## src/rtl/tdm_pkg.sv

```systemverilog
package tdm_pkg;

  // Strobes from the sequencing control to the pin datapath
  typedef struct packed {
    logic hold;      // generator disabled: force idle levels
    logic start;     // first enabled cycle: start-up falling edge
    logic rise;      // bit clock rising edge this cycle
    logic fall;      // bit clock falling edge this cycle
    logic boundary;  // falling edge that opens a new frame
  } tdmStrobe_t;

endpackage

```

## src/rtl/tdm_seq_ctrl.sv

```systemverilog
module tdm_seq_ctrl
  import tdm_pkg::*;
#(
  parameter int CLK_DIV_W   = 16,
  parameter int FRAME_DIV_W = 12
) (
  input  logic                   clk,
  input  logic                   rstN,
  input  logic                   enable,
  input  logic [CLK_DIV_W-1:0]   clkDiv,
  input  logic [FRAME_DIV_W-1:0] frameDiv,
  output tdmStrobe_t             strb
);

  localparam logic [CLK_DIV_W-1:0]   PRESC_ZERO = '0;
  localparam logic [FRAME_DIV_W-1:0] BIT_ZERO   = '0;

  logic                   running;
  logic                   phaseHigh;
  logic [CLK_DIV_W-1:0]   presc;
  logic [CLK_DIV_W-1:0]   clkDivQ;
  logic [FRAME_DIV_W-1:0] bitIdx;
  logic [FRAME_DIV_W-1:0] frameDivQ;

  logic halfDone;
  logic startNow;
  logic riseNow;
  logic fallNow;
  logic frameEdge;

  always_comb begin
    halfDone  = running && enable && (presc == clkDivQ);
    startNow  = enable && !running;
    riseNow   = halfDone && !phaseHigh;
    fallNow   = halfDone && phaseHigh;
    frameEdge = fallNow && (bitIdx == BIT_ZERO);
  end

  always_comb begin
    strb.hold     = !enable;
    strb.start    = startNow;
    strb.rise     = riseNow;
    strb.fall     = fallNow;
    strb.boundary = frameEdge;
  end

  always_ff @(posedge clk or negedge rstN) begin
    if (!rstN) begin
      running   <= 1'b0;
      phaseHigh <= 1'b0;
      presc     <= PRESC_ZERO;
      bitIdx    <= BIT_ZERO;
      clkDivQ   <= PRESC_ZERO;
      frameDivQ <= BIT_ZERO;
    end else if (!enable) begin
      running   <= 1'b0;
      phaseHigh <= 1'b0;
      presc     <= PRESC_ZERO;
      bitIdx    <= BIT_ZERO;
    end else if (startNow) begin
      running   <= 1'b1;
      phaseHigh <= 1'b0;
      presc     <= PRESC_ZERO;
      bitIdx    <= BIT_ZERO;
      clkDivQ   <= clkDiv;
      frameDivQ <= frameDiv;
    end else if (halfDone) begin
      presc <= PRESC_ZERO;
      if (phaseHigh) begin
        phaseHigh <= 1'b0;
        if (frameEdge) begin
          clkDivQ   <= clkDiv;
          frameDivQ <= frameDiv;
        end
      end else begin
        phaseHigh <= 1'b1;
        if (bitIdx == frameDivQ) bitIdx <= BIT_ZERO;
        else                     bitIdx <= bitIdx + 1'b1;
      end
    end else begin
      presc <= presc + 1'b1;
    end
  end

  // the prescaler never runs past the captured half-period limit
  p_presc_bound_r2: assert property (@(posedge clk) disable iff (!rstN)
    running |-> (presc <= clkDivQ));

  // the bit index stays inside the captured frame length
  p_bit_bound_r5: assert property (@(posedge clk) disable iff (!rstN)
    running |-> (bitIdx <= frameDivQ));

  // captured dividers change only at start-up or at a frame boundary
  p_div_hold_r8: assert property (@(posedge clk) disable iff (!rstN)
    (running && $past(running) && !$past(frameEdge))
      |-> ($stable(clkDivQ) && $stable(frameDivQ)));

  // at most one edge event per cycle
  p_edge_excl_r6: assert property (@(posedge clk) disable iff (!rstN)
    $onehot0({startNow, riseNow, fallNow}));

endmodule

```

## src/rtl/tdm_pin_drive.sv

```systemverilog
module tdm_pin_drive
  import tdm_pkg::*;
(
  input  logic       clk,
  input  logic       rstN,
  input  tdmStrobe_t strb,
  output logic       bitClk,
  output logic       frameSyncN,
  output logic       bitStrobe
);

  always_ff @(posedge clk or negedge rstN) begin
    if (!rstN) begin
      bitClk     <= 1'b0;
      frameSyncN <= 1'b1;
      bitStrobe  <= 1'b0;
    end else if (strb.hold) begin
      bitClk     <= 1'b0;
      frameSyncN <= 1'b1;
      bitStrobe  <= 1'b0;
    end else begin
      bitStrobe <= strb.rise;
      if (strb.start) frameSyncN <= 1'b0;
      if (strb.rise)  bitClk     <= 1'b1;
      if (strb.fall) begin
        bitClk     <= 1'b0;
        frameSyncN <= !strb.boundary;
      end
    end
  end

  // a disabled cycle leaves all outputs idle
  p_idle_r1: assert property (@(posedge clk) disable iff (!rstN)
    strb.hold |=> (!bitClk && frameSyncN && !bitStrobe));

  // the strobe marks only the first high cycle of the bit clock
  p_strobe_rise_r6: assert property (@(posedge clk) disable iff (!rstN)
    bitStrobe |-> (bitClk && !$past(bitClk)));

  // the sync is asserted only while the bit clock is low
  p_sync_low_edge_r4: assert property (@(posedge clk) disable iff (!rstN)
    $fell(frameSyncN) |-> !bitClk);

  // the sync is released on a bit clock falling edge or by disable
  p_sync_release_r3: assert property (@(posedge clk) disable iff (!rstN)
    $rose(frameSyncN) |-> ($fell(bitClk) || $past(strb.hold)));

endmodule

```

## src/rtl/tdm_sync_gen.sv

```systemverilog
module tdm_sync_gen
  import tdm_pkg::*;
#(
  parameter int CLK_DIV_W   = 16,
  parameter int FRAME_DIV_W = 12
) (
  input  logic                   clk,
  input  logic                   rstN,
  input  logic [CLK_DIV_W-1:0]   clkDiv,
  input  logic [FRAME_DIV_W-1:0] frameDiv,
  input  logic                   enable,
  output logic                   bitClk,
  output logic                   frameSyncN,
  output logic                   bitStrobe
);

  tdmStrobe_t strb;

  tdm_seq_ctrl #(
    .CLK_DIV_W  (CLK_DIV_W),
    .FRAME_DIV_W(FRAME_DIV_W)
  ) u_ctrl (
    .clk     (clk),
    .rstN    (rstN),
    .enable  (enable),
    .clkDiv  (clkDiv),
    .frameDiv(frameDiv),
    .strb    (strb)
  );

  tdm_pin_drive u_drive (
    .clk       (clk),
    .rstN      (rstN),
    .strb      (strb),
    .bitClk    (bitClk),
    .frameSyncN(frameSyncN),
    .bitStrobe (bitStrobe)
  );

endmodule

```

## config.mk

```make
export PLATFORM = sky130hd
export DESIGN_NAME = tdm_sync_gen
export DESIGN_NICKNAME = d
export VERILOG_FILES = /design/src/rtl/tdm_pkg.sv /design/src/rtl/tdm_seq_ctrl.sv /design/src/rtl/tdm_pin_drive.sv /design/src/rtl/tdm_sync_gen.sv
export SDC_FILE = /design/constraint.sdc
export NUM_CORES = 1
export LEC_CHECK = 0
export BUFFER_PORTS_ARGS = -buffer_cell sky130_fd_sc_hd__buf_2
export CAP_MARGIN = 20
export CORE_UTILIZATION = 45
export DETAILED_ROUTE_END_ITERATION = 12
export PLACE_DENSITY = 0.75
export SYNTH_ARGS = -nofsm -noshare
export SYNTH_HDL_FRONTEND = slang
export SYNTH_SLANG_ARGS = --single-unit
```

## constraint.sdc

```tcl
create_clock -name clk -period 2.7 [get_ports clk]
set_input_delay 0.675 -clock clk [delete_from_list [all_inputs] [get_ports clk]]
set_output_delay 0.675 -clock clk [all_outputs]
set_load 0.1 [all_outputs]
```

**Word level (Yosys, flattened, before mapping)**

Index checks and enable logic that the tools add are counted.

- Add/subtract/negate cells: 2
- Eq/ne operators: 7
- Mux-type cells: 29
- Reduce and logical (&&, ||, !) cells: 15

Operators by type and width:

| kind | count |
|---|---|
| $mux W16 | 7 |
| $mux W12 | 9 |
| $add A16 B1 Y16 const B | 1 |
| $eq A16 B16 Y1 | 1 |
| $mux W1 | 13 |
| $add A12 B1 Y12 const B | 1 |
| $eq A12 B12 Y1 | 1 |
| $logic_not A12 Y1 | 1 |
| $ne A3 B1 Y1 const B | 3 |
| $logic_and A1 B1 Y1 | 6 |
| $reduce_bool A2 Y1 | 3 |
| $reduce_and A4 Y1 | 1 |
| $logic_not A1 Y1 | 3 |
| $ne A3 B3 Y1 const B | 1 |
| $ne A2 B1 Y1 const B | 1 |
| $reduce_and A2 Y1 | 1 |

- Register bits after elaboration: 61
- Input bits: 31
- Output and inout port bits: 3

**Logic depth before layout (Yosys ltp)**

- Depth in word-level cells: 8
- Gate-level depth with buffers: 7
- Gate-level depth less buffers: 6

**By module**

A second synthesis with hierarchy kept.

- Cells, all modules: 275
- Area total of the unflattened synthesis: 3098.0 µm²

By module, submodules not included:

| module | instances | cells an instance | area each (µm²) | seq. area each (µm²) |
|---|---|---|---|---|
| tdm_seq_ctrl | 1 | 266 | 2989.1 | 1451.4 |
| tdm_pin_drive | 1 | 9 | 108.9 | 76.3 |

**Least setup slack after synthesis**

Ideal clock, no wire load.

- Path kind: register -> register
- Start point: reg u_ctrl.presc[5]
- End point: reg u_ctrl.clkDivQ[10]
- Arrival time: 2.248 ns
- Slack: 0.327 ns
- Stages on the path, launching flop included: 7
- Buffers on the path: 1
- Clock period less this slack: 2.373 ns
- Cells stage by stage: dfrtp_1 xor2_1 nor4_1 nand4_2 o32ai_4 buf_6 mux2_2

- Longest elaborated chain between the ends: 6
- Elaborated cells between the ends (all ways): 7
- Classes of those cells: eq/ne: 1; reduce/logical: 6

RTL lines:

| item | line | RTL |
|---|---|---|
| from (decl) | tdm_seq_ctrl.sv:20 | `logic [CLK_DIV_W-1:0] presc;` |
| from (signal assigned) | tdm_seq_ctrl.sv:81 | `presc <= presc + 1'b1;` |
| $eq A16 B16 Y1 (*) | tdm_seq_ctrl.sv:32 | `halfDone = running && enable && (presc == clkDivQ);` |
| $logic_and A1 B1 Y1 (*) | tdm_seq_ctrl.sv:32 |  |
| $logic_and A1 B1 Y1 | tdm_seq_ctrl.sv:35 | `fallNow = halfDone && phaseHigh;` |
| $logic_and A1 B1 Y1 | tdm_seq_ctrl.sv:36 | `frameEdge = fallNow && (bitIdx == BIT_ZERO);` |
| $reduce_bool A2 Y1 (no source line) | n/a |  |
| $reduce_and A4 Y1 (no source line) (*) | n/a |  |
| to (signal assigned) | tdm_seq_ctrl.sv:65 | `clkDivQ <= clkDiv;` |
| to (signal assigned) | tdm_seq_ctrl.sv:72 | `clkDivQ <= clkDiv;` |
| to (decl) | tdm_seq_ctrl.sv:21 | `logic [CLK_DIV_W-1:0] clkDivQ;` |

Mark *: on every way between the ends. The rest lies on a longest branch, timed or not.
A chain may end at the register's enable or synchronous reset.

**Worst setup path after layout**

- Start point: reg u_ctrl.presc[14]
- End point: reg u_ctrl.frameDivQ[3]

- Longest elaborated chain between the ends: 6
- Elaborated cells between the ends (all ways): 7
- Classes of those cells: eq/ne: 1; reduce/logical: 6

RTL lines:

| item | line | RTL |
|---|---|---|
| $eq A16 B16 Y1 (*) | tdm_seq_ctrl.sv:32 |  |
| $logic_and A1 B1 Y1 (*) | tdm_seq_ctrl.sv:32 |  |
| $logic_and A1 B1 Y1 | tdm_seq_ctrl.sv:35 |  |
| $logic_and A1 B1 Y1 | tdm_seq_ctrl.sv:36 |  |
| $reduce_bool A2 Y1 (no source line) | n/a |  |
| $reduce_and A4 Y1 (no source line) (*) | n/a |  |
| to (signal assigned) | tdm_seq_ctrl.sv:66 | `frameDivQ <= frameDiv;` |
| to (signal assigned) | tdm_seq_ctrl.sv:73 | `frameDivQ <= frameDiv;` |
| to (decl) | tdm_seq_ctrl.sv:23 | `logic [FRAME_DIV_W-1:0] frameDivQ;` |

Marked as above.

==> results.tsv <==
metric	value	unit
ant_nets	0	
cts-root-buf	clkbuf_8	
fmax	412	MHz
fin_setup_tns	0	ns
grt_max_degree	62	
setup-violations-final	0	
worstPathRequired	2.92	ns
coreArea	6420	sq um
fin_hold_ws	0.361	ns
status	finished with violations	
yosysWarnings	0	
cts_resized	0	
wl	6.27	mm
max_slew_margin	61.9	%
crit_fanout	21	
dr.pass1.iters	8	
multiInputGateArea	1420	sq um
via_count	2252	
final_common_cell	dfrtp_1	
place_hpwl	4.41	mm
seq_area	1530	sq um
critical_path_class	register to register	
hold_viol_final	0	
clock_power_share	40.8	%
place.gp.congestion	0.836	
ir_worst_vdd	0.000409	V
cts_max_path_buffers	2	
worstPathArrival	2.64	ns
violations	design-rule violations	
grt_pass1_wl	10.9	mm
antenna_found_initial	0	
ys_seq_area_share	50.4	%
port_buffers	33	
postCtsSetupBuffers	0	
r2r_slack	0.28	ns
combPwrFrac	9.7	%
slew_viol_final	0	
wire_per_inst	15.8	um
cts_tree	done	
overflow	0	
ios	34	
synth_fp_nets	310	
clk_pin_slew_worst_paths	0.07	ns
grt_pass1_vias	2206	
syn_area	3030	sq um
synthArstFlopShare	100	%
drt_iter0_drc	200	
htree_levels	3	
fillers	558	
synth_flop_cell	dfrtp_1	
finalNetCount	348	
dieWidth	84.1	um
p_per_area	593	nW/um^2
post_synth_num_cell_types	34	
tightest_slew	0.571	ns
cts_buffers	9	
drc	4	
cts.hold.buffers_added	0	
end_kind	register	
hp-class	input pin to async pin	
grt_usage	19.9	%
die_y	84.1	um
num_antenna_cells	0	
dieArea	7080	sq um
intPower	1590	uW
start_util	47.2	%
synth_edf_count	0	
rows	29	
fin_crit_sh	89.8	%
syn_avg_cell_area	11.0	sq um
rsz0062_at_grt	false	
drive_gt1_share	27.6	%
final_cell_mix	dfrtp_1 (60), xor2_1 (37), buf_2 (33)	
syn-instance-count	276	
numClockSinks	61	
power.static_leakage	0.00154	uW
finClkSkew	0.00642	ns
swShare	23.7	%
area_growth	15.5	%
ys_seq_elements	61	
p_sw	493	uW
vias_per_cell	5.69	
cp-start-kind	register	
fin_crit	2.42	ns
clk_latency	0.34	ns
cap_viol_max_count	0	
p_seq_share	49.5	%
-- registers in the layout (all words and copies together), names as in the netlist, 12 cells and up --
name	count
u_ctrl.bitIdx	12
u_ctrl.frameDivQ	12
u_ctrl.presc	16
u_ctrl.clkDivQ	16
-- worst max-delay path, stage by stage, from the launching register on --
cell and delay (ns):
dfrtp_1 0.44, xor2_1 0.18, nor4_1 0.46, nand4_2 0.21, o32ai_4 0.31, buf_4 0.32
mux2_2 0.38
-- layout make-up --
| class | instances | area share (%) |
|---|---|---|
| sequential | 61 | 43.6 |
| clock inverter | 3 | 1.21 |
| clock buffer | 13 | 4.82 |
| multi-input combinational | 197 | 40.6 |
| inverter | 6 | 0.643 |
| timing repair buffer | 39 | 6.35 |
| tap | 77 | 2.75 |
-- metrics by stage --
| stage | setup slack, ns | instance area [sq um] | total power (uW) | utilization (%) | cells |
|---|---|---|---|---|---|
| 6_report | 0.275 | 3500 | 2080 | 54.6 | 396 |
| 2_1_floorplan | 0.327 | 3030 | 1170 | - | 276 |
| 3_3_place_gp | 0.353 | 3290 | 1240 | 51.3 | 380 |
| 4_1_cts | 0.253 | 3500 | 2100 | 54.6 | 396 |
| 5_1_grt | 0.149 | 3500 | 2170 | 54.6 | 396 |
| 3_5_place_dp | 0.274 | 3290 | 1250 | 51.3 | 380 |
-- power groups by stage --
stage / clock (uW) / sequential, uW / combinational [uW]
3_3_place_gp: 0 / 1040 / 197
4_1_cts: 861 / 1030 / 206
2_1_floorplan: 0 / 1040 / 130
5_1_grt: 913 / 1040 / 224
6_report: 847 / 1030 / 202
3_5_place_dp: 0 / 1050 / 205
-- worst paths after layout --
kind,start,cells after the start,end
min reg2reg,u_ctrl.frameDivQ[2],1,u_ctrl.frameDivQ[2]
min,rstN,2,u_ctrl.presc[1]
max,u_ctrl.presc[14],6,u_ctrl.frameDivQ[3]
min in group clk,u_ctrl.frameDivQ[2],1,u_ctrl.frameDivQ[2]
max reg2reg,u_ctrl.presc[14],6,u_ctrl.frameDivQ[3]
max in group asynchronous,rstN,2,u_drive.frameSyncN
-- synthesized netlist by cell type, types with 2 or more instances --
library cell,instances,area (sq um)
o22ai_1,9,56.3
or2_2,2,12.5
and2_1,2,12.5
or3_1,12,75.1
and4_1,2,17.5
mux2_2,28,315
dfrtp_1,60,1500
o21ai_0,4,20.0
nor2_1,18,67.6
o31ai_1,2,15.0
nand3_1,11,55.1
a21oi_1,4,20.0
nor3_1,2,10.0
nor4_1,9,56.3
nand2_1,22,82.6
clkbuf_1,10,37.5
and3_1,3,18.8
buf_6,2,22.5
a211oi_1,9,67.6
nand4_1,6,37.5
inv_1,6,22.5
xnor2_1,3,26.3
xor2_1,37,324
ha_1,3,37.5
-- kinds of logic (layout without fill, tap and decap cells) --
family / Yosys count / count (layout) / share of synthesized area [%]
XOR/XNOR: 40 / 40 / 11.5
multiplexers: 28 / 28 / 10.4
adder cells (fa/ha/maj): 3 / 3 / 1.24
AND/OR/NAND/NOR: 92 / 92 / 15.6
buffers and inverters: 18 / 61 / 2.72
flip-flops: 61 / 61 / 50.4
AO/OA/AOI/OAI: 34 / 34 / 8.12
-- per-layer routing --
layer | global-route usage [%] | up-vias | wire (um)
met1 | 28.2 | 1114 | 2940
met5 | 0 | - | 0
met3 | 4.95 | 9 | 348
met2 | 29.3 | 73 | 2880
li1 | - | 1056 | -
met4 | 8.46 | 0 | 97
Power figures use the tool's default switching activity.
